### src/rtl/regbank_pkg.sv
package regbank_pkg;
  localparam int ADDR_W    = 13;
  localparam int DATA_W    = 8;
  localparam int LAST_ADDR = 52;
  localparam int ORDER_REG = 0;
  localparam int ORDER_BIT = 6;
  localparam int RDSEL_REG = 4;
  localparam int RDSEL_BIT = 0;

  // Reset value for the register at byte address idx.
  function automatic logic [7:0] reg_default(int unsigned idx);
    logic [31:0] v;
    if (idx == ORDER_REG || idx == RDSEL_REG) return 8'h00;
    v = idx * 32'd37 + 32'd17;
    return v[7:0];
  endfunction
endpackage

### src/rtl/regbank_wdec.sv
module regbank_wdec #(
  parameter int ADDR_W   = 13,
  parameter int NUM_REGS = 53
) (
  input  logic                wr_fire,
  input  logic [ADDR_W-1:0]   wr_addr,
  output logic [NUM_REGS-1:0] wr_sel
);
  // Unmapped addresses match no entry, so they write nothing.
  for (genvar i = 0; i < NUM_REGS; i++) begin : g_dec
    assign wr_sel[i] = wr_fire && (wr_addr == ADDR_W'(i));
  end
endmodule

### src/rtl/regbank_cell.sv
module regbank_cell #(
  parameter int                 DATA_W    = 8,
  parameter logic [DATA_W-1:0]  RESET_VAL = '0
) (
  input  logic              clk,
  input  logic              rst_n,
  input  logic              wr_en,
  input  logic [DATA_W-1:0] wr_data,
  input  logic              upd,
  output logic [DATA_W-1:0] pend_q,
  output logic [DATA_W-1:0] act_q
);
  always_ff @(posedge clk) begin
    if (!rst_n) begin
      pend_q <= RESET_VAL;
      act_q  <= RESET_VAL;
    end else begin
      if (wr_en) pend_q <= wr_data;
      // Non-blocking: the active copy takes the pre-write pending value.
      if (upd)   act_q  <= pend_q;
    end
  end
endmodule

### src/rtl/regbank_rdport.sv
module regbank_rdport #(
  parameter int ADDR_W   = 13,
  parameter int DATA_W   = 8,
  parameter int NUM_REGS = 53
) (
  input  logic                         clk,
  input  logic                         rst_n,
  input  logic [NUM_REGS*DATA_W-1:0]   pend_flat,
  input  logic [NUM_REGS*DATA_W-1:0]   act_flat,
  input  logic                         use_pend,
  input  logic                         req_valid,
  output logic                         req_ready,
  input  logic [ADDR_W-1:0]            req_addr,
  output logic                         rsp_valid,
  input  logic                         rsp_ready,
  output logic [DATA_W-1:0]            rsp_data
);
  logic [DATA_W-1:0] pick;
  logic              req_fire;

  assign req_ready = !rsp_valid || rsp_ready;
  assign req_fire  = req_valid && req_ready;

  always_comb begin
    pick = '0;
    for (int i = 0; i < NUM_REGS; i++) begin
      if (req_addr == ADDR_W'(i))
        pick = use_pend ? pend_flat[i*DATA_W +: DATA_W]
                        : act_flat[i*DATA_W +: DATA_W];
    end
  end

  always_ff @(posedge clk) begin
    if (!rst_n) begin
      rsp_valid <= 1'b0;
      rsp_data  <= '0;
    end else if (req_fire) begin
      rsp_valid <= 1'b1;
      rsp_data  <= pick;
    end else if (rsp_ready) begin
      rsp_valid <= 1'b0;
    end
  end
endmodule

### src/rtl/regbank_top.sv
module regbank_top
  import regbank_pkg::*;
#(
  parameter int AW   = ADDR_W,
  parameter int DW   = DATA_W,
  parameter int LAST = LAST_ADDR
) (
  input  logic                    clk,
  input  logic                    rst_n,
  input  logic                    wr_valid,
  output logic                    wr_ready,
  input  logic [AW-1:0]           wr_addr,
  input  logic [DW-1:0]           wr_data,
  input  logic                    rd_req_valid,
  output logic                    rd_req_ready,
  input  logic [AW-1:0]           rd_req_addr,
  output logic                    rd_rsp_valid,
  input  logic                    rd_rsp_ready,
  output logic [DW-1:0]           rd_rsp_data,
  input  logic                    io_update,
  output logic [(LAST+1)*DW-1:0]  act_regs,
  output logic                    lsb_first
);
  localparam int NREGS = LAST + 1;

  logic [NREGS-1:0]    wr_sel;
  logic [NREGS*DW-1:0] pend_flat;
  logic                use_pend;

  assign wr_ready = 1'b1;

  regbank_wdec #(.ADDR_W(AW), .NUM_REGS(NREGS)) u_wdec (
    .wr_fire (wr_valid && wr_ready),
    .wr_addr (wr_addr),
    .wr_sel  (wr_sel)
  );

  for (genvar i = 0; i < NREGS; i++) begin : g_reg
    regbank_cell #(
      .DATA_W    (DW),
      .RESET_VAL (DW'(reg_default(i)))
    ) u_cell (
      .clk     (clk),
      .rst_n   (rst_n),
      .wr_en   (wr_sel[i]),
      .wr_data (wr_data),
      .upd     (io_update),
      .pend_q  (pend_flat[i*DW +: DW]),
      .act_q   (act_regs[i*DW +: DW])
    );
  end

  // The readback select follows the pending copy, so it acts without an update.
  assign use_pend  = pend_flat[RDSEL_REG*DW + RDSEL_BIT];
  assign lsb_first = act_regs[ORDER_REG*DW + ORDER_BIT];

  regbank_rdport #(.ADDR_W(AW), .DATA_W(DW), .NUM_REGS(NREGS)) u_rd (
    .clk       (clk),
    .rst_n     (rst_n),
    .pend_flat (pend_flat),
    .act_flat  (act_regs),
    .use_pend  (use_pend),
    .req_valid (rd_req_valid),
    .req_ready (rd_req_ready),
    .req_addr  (rd_req_addr),
    .rsp_valid (rd_rsp_valid),
    .rsp_ready (rd_rsp_ready),
    .rsp_data  (rd_rsp_data)
  );
endmodule

### config.mk
export PLATFORM = sky130hd
export DESIGN_NAME = regbank_top
export DESIGN_NICKNAME = d
export VERILOG_FILES = /design/src/rtl/regbank_pkg.sv /design/src/rtl/regbank_wdec.sv /design/src/rtl/regbank_cell.sv /design/src/rtl/regbank_rdport.sv /design/src/rtl/regbank_top.sv
export SDC_FILE = /design/constraint.sdc
export NUM_CORES = 2
export LEC_CHECK = 0
export ABC_AREA = 0
export BUFFER_PORTS_ARGS = -buffer_cell sky130_fd_sc_hd__buf_4
export CAP_MARGIN = 20
export CORE_UTILIZATION = 35
export CTS_BUF_LIST = sky130_fd_sc_hd__clkbuf_16
export CTS_CLUSTER_SIZE = 30
export DETAILED_ROUTE_END_ITERATION = 7
export GPL_ROUTABILITY_DRIVEN = 0
export HOLD_SLACK_MARGIN = 0.1
export PLACE_DENSITY = 0.5
export SYNTH_ARGS = -nofsm -noshare
export SYNTH_HDL_FRONTEND = slang
export SYNTH_SLANG_ARGS = --single-unit
### constraint.sdc
create_clock -name clk -period 6.9 [get_ports clk]
set_clock_uncertainty 0.1 [all_clocks]
set_input_delay 0.345 -clock clk [delete_from_list [all_inputs] [get_ports clk]]
set_output_delay 0.345 -clock clk [all_outputs]
set_load 0.01 [all_outputs]
==> impl_metrics.toml <==
[final_layout]
instances_no_fill = 6437
area_growth_syn_to_layout_pct = 18.74
mostFrequentLayoutCells = "mux2i_1 (860), dfxtp_1 (856), nand2_1 (728)"
layout_commonest_cell = "mux2i_1"
post_route_cells_drive_above_1_share_pct = 16.68
seqCellArea_mm2 = 0.01716
final_nets = 4878
multi_input_comb_area_mm2 = 0.02270
fillCellCount = 11643

[sta]
headroom_to_the_max_slew_limit_pct = 14.36
final_critical_path_required_period_ns = 4.740
final_max_slew_viol_count = 0
fin_setup_tns_ns = 0
rsz_0062_raised_after_global_routing = "no"
tightest_slew_ns = 1.266
post-route-period-util_pct = 68.70
finalHoldViolations = 0
hold_ws_ns = 0.1337
fmax_ghz = 0.2110
setup_violators_final = 0
finalWorstSetupSlack_ns = 2.160

[global_route]
grt.met3_usage_pct = 7.778
grt_use_total_pct = 30.93
grt_pass1_vias = 34433
grt_antenna_before_repair = 3
met1_usage_pct = 41.34
groute.layer.met2.usage_pct = 47.33
first_pass_grt_wire_length_um = 269500
globalRoute.busiestLayer = "met2"
gr-total-overflow = 0
maximum_number_of_pins_on_one_net_before_global_route_repair = 189

[die]
floorplan.die.width_um = 346.0
floorplan.io_pins = 476
core_region_area_mm2 = 0.1167
initial_utilization_pct = 35.49
die_height_um = 346.0
row_count = 125
design.die.area_mm2 = 0.1197

[synth]
primary_flip_flop_cell_chosen_by_synthesis_mapping = "dfxtp_1"
syn_nets = 4593
postSynthCellCount = 4553
yosysSeqAreaShare_pct = 41.43
yosysWarnings = 0
async_flop_share_pct = 0
synthesis.area_per_instance_um2 = 9.095
synth.ff_latch_count = 857
number_of_distinct_library_cell_variants_in_the_gate_level_netlist_after_synthesis = 79
number_of_synthesized_flops_with_an_enable_pin = 0
synth.cell_area_mm2 = 0.04141

[job]
maxCapViolCount = 0

[worst_setup_path]
timing.critical_path.to_type = "flip-flop"
critPathSlowestCell = "o41ai_1"
crit_path_frequent_cell = "nor2_1"
type_of_the_worst_setup_path = "reg -> reg"
delay_of_the_slowest_cell_on_the_worst_path_ns = 1.04
worst-endpoint-arrival_ns = 5.22
path_cells = "buf_12 > mux2i_1 > a21oi_1 > nor2_1 > nor4b_1 > o41ai_1 > o211ai_1 > nor2_1 > o22ai_1"
critPathRequiredTime_ns = 7.38
start_kind = "flip-flop"
cp_max_fo = 73
critical_path_buf_inv_count = 1
kind_of_cell_adding_the_most_delay_to_the_critical_path = "compound AO/OA/AOI/OAI gates"

[clock_network]
tritoncts = "built"
cts_made_buffers = 101
buffer_cell_driving_the_clock_tree_root = "clkbuf_16"
insertion_delay_ns = 0.71
max-clock-path-buffers = 3
cts-resized-gates = 0
clk_pin_slew_worst_paths_ns = 0.06
cts.sinks = 857
cts-htree-levels = 3

[pwr]
power_frac_seq_pct = 47.1
power-per-cell-area_mw_per_mm2 = 213.8
power.ir.vdd_worst_v = 0.0001785
power_leakage_nw = 18.39
finalPower_mw = 10.51
total_switching_power_mw = 2.580
power_report.internal_total_mw = 7.931
combinationalPowerShare_pct = 4.9
switching_share_pct = 24.54
share_clk_of_total_power_pct = 48.0

[routing]
drcViolationCount = 0
vias = 37430
detail_route.vias_per_cell = 5.815
detail_route.wirelength_um = 193300
drt_first_pass_iters = 7
postRouteAntennaNets = 0
drt-initial-drc-count = 4594
avgRoutedWirePerCell_um = 30.03

[placement]
place_worst_setup_slack_ns = 2.499
placed_cells_incl_taps = 6245
dp_hpwl_um = 138500
place.port_buffers = 474

[status]
run_status = "complete, no violations"

[hold_path]
worstHoldPathType = "in -> reg"
power by group through the flow:
stage	logic, mW	registers (mW)	clock network, mW
floorplan	0.319	5.06	0
global placement	0.497	5.06	0
detailed placement	0.496	5.06	0
CTS	0.502	4.95	5.11
global route	0.522	4.95	5.30
finish	0.514	4.95	5.05
per-stage QoR:
step / util, % / instance area, um2
after global routing: 42.14 / 49160
after CTS: 42.12 / 49150
final: 42.14 / 49170
after floorplan: - / 41410
after global placement: 39.42 / 46000
after detailed placement: 39.44 / 46010
synthesized netlist by cell type, types with 6 or more instances:
cell,instances,area share (%)
buf_1,44,0.40
nor4_1,10,0.15
a2111oi_0,16,0.34
a22oi_1,12,0.22
mux2_2,78,2.1
buf_4,47,0.85
a211o_1,9,0.19
buf_2,44,0.53
nor2b_1,308,4.7
a221oi_1,16,0.34
nand2_1,728,6.6
a21boi_0,160,2.9
a211oi_1,34,0.62
nor3_1,23,0.28
nor4_4,7,0.36
nand4_1,37,0.56
clkbuf_1,237,2.1
nand3_1,455,5.5
a21oi_1,81,0.98
mux4_2,6,0.33
o21ai_0,112,1.4
dfxtp_1,857,41
o2111ai_1,13,0.27
o211ai_1,24,0.44
a311oi_1,6,0.13
nor4b_1,7,0.15
nor4_2,10,0.30
mux2i_1,860,21
o221ai_1,28,0.59
nand2b_1,10,0.15
and3_1,6,0.091
nor2_1,98,0.89
o22ai_1,34,0.51
a31oi_1,10,0.15
flip-flops by register name, indices dropped and copies added, names as in the netlist:
signal and count:
g.u_cell.act_q 424, u_rd.rsp_data 8, g.u_cell.pend_q 424, u_rd.rsp_valid 1
logic make-up (layout without fill, tap and decap cells):
logic type	count (synthesis)	count (layout)	synth area share [%]
muxes	944	944	23.24
DFF	857	857	41.43
other	1	3	0.009056
AOI/OAI and AO/OA	608	608	10.14
and+or+nand+nor	1763	1763	21.13
buffers and inverters	380	738	4.058
routing by layer:
metal	share of wire (%)	wire length (um)
met2	44	85060
met1	43	82170
met5	0	0
met3	9.2	17790
met4	4.3	8294
what timing repair did:
action	CTS	global route
setup buffers	0	0
hold endpoints to repair	160	0
hold buffers	11	0
tightest hold or removal path: stages:
cell and delay [ns]:
buf_4 0.28, nand3_1 0.15, nand3_1 0.07
final cells by class:
| class | count | area share, % |
|---|---|---|
| Tap cell | 1524 | 3.878 |
| Timing Repair Buffer | 557 | 8.860 |
| Clock inverter | 73 | 0.9084 |
| Sequential cell | 857 | 34.90 |
| Clock buffer | 103 | 5.242 |
| Antenna cell | 2 | 0.01018 |
| Inverter | 5 | 0.03817 |
| Multi-Input combinational cell | 3316 | 46.16 |
final timing paths:
check | to | cells past startpoint | startpoint | slack, ns
min | g_reg[33].u_cell.pend_q[2] | 3 | wr_data[2] | 0.13
max reg2reg | u_rd.rsp_data[7] | 9 | g_reg[4].u_cell.pend_q[0] | 2.16
max | u_rd.rsp_data[7] | 9 | g_reg[4].u_cell.pend_q[0] | 2.16
min reg2reg | g_reg[32].u_cell.pend_q[1] | 2 | g_reg[32].u_cell.pend_q[1] | 0.37
(Power assumes the default switching activity.)
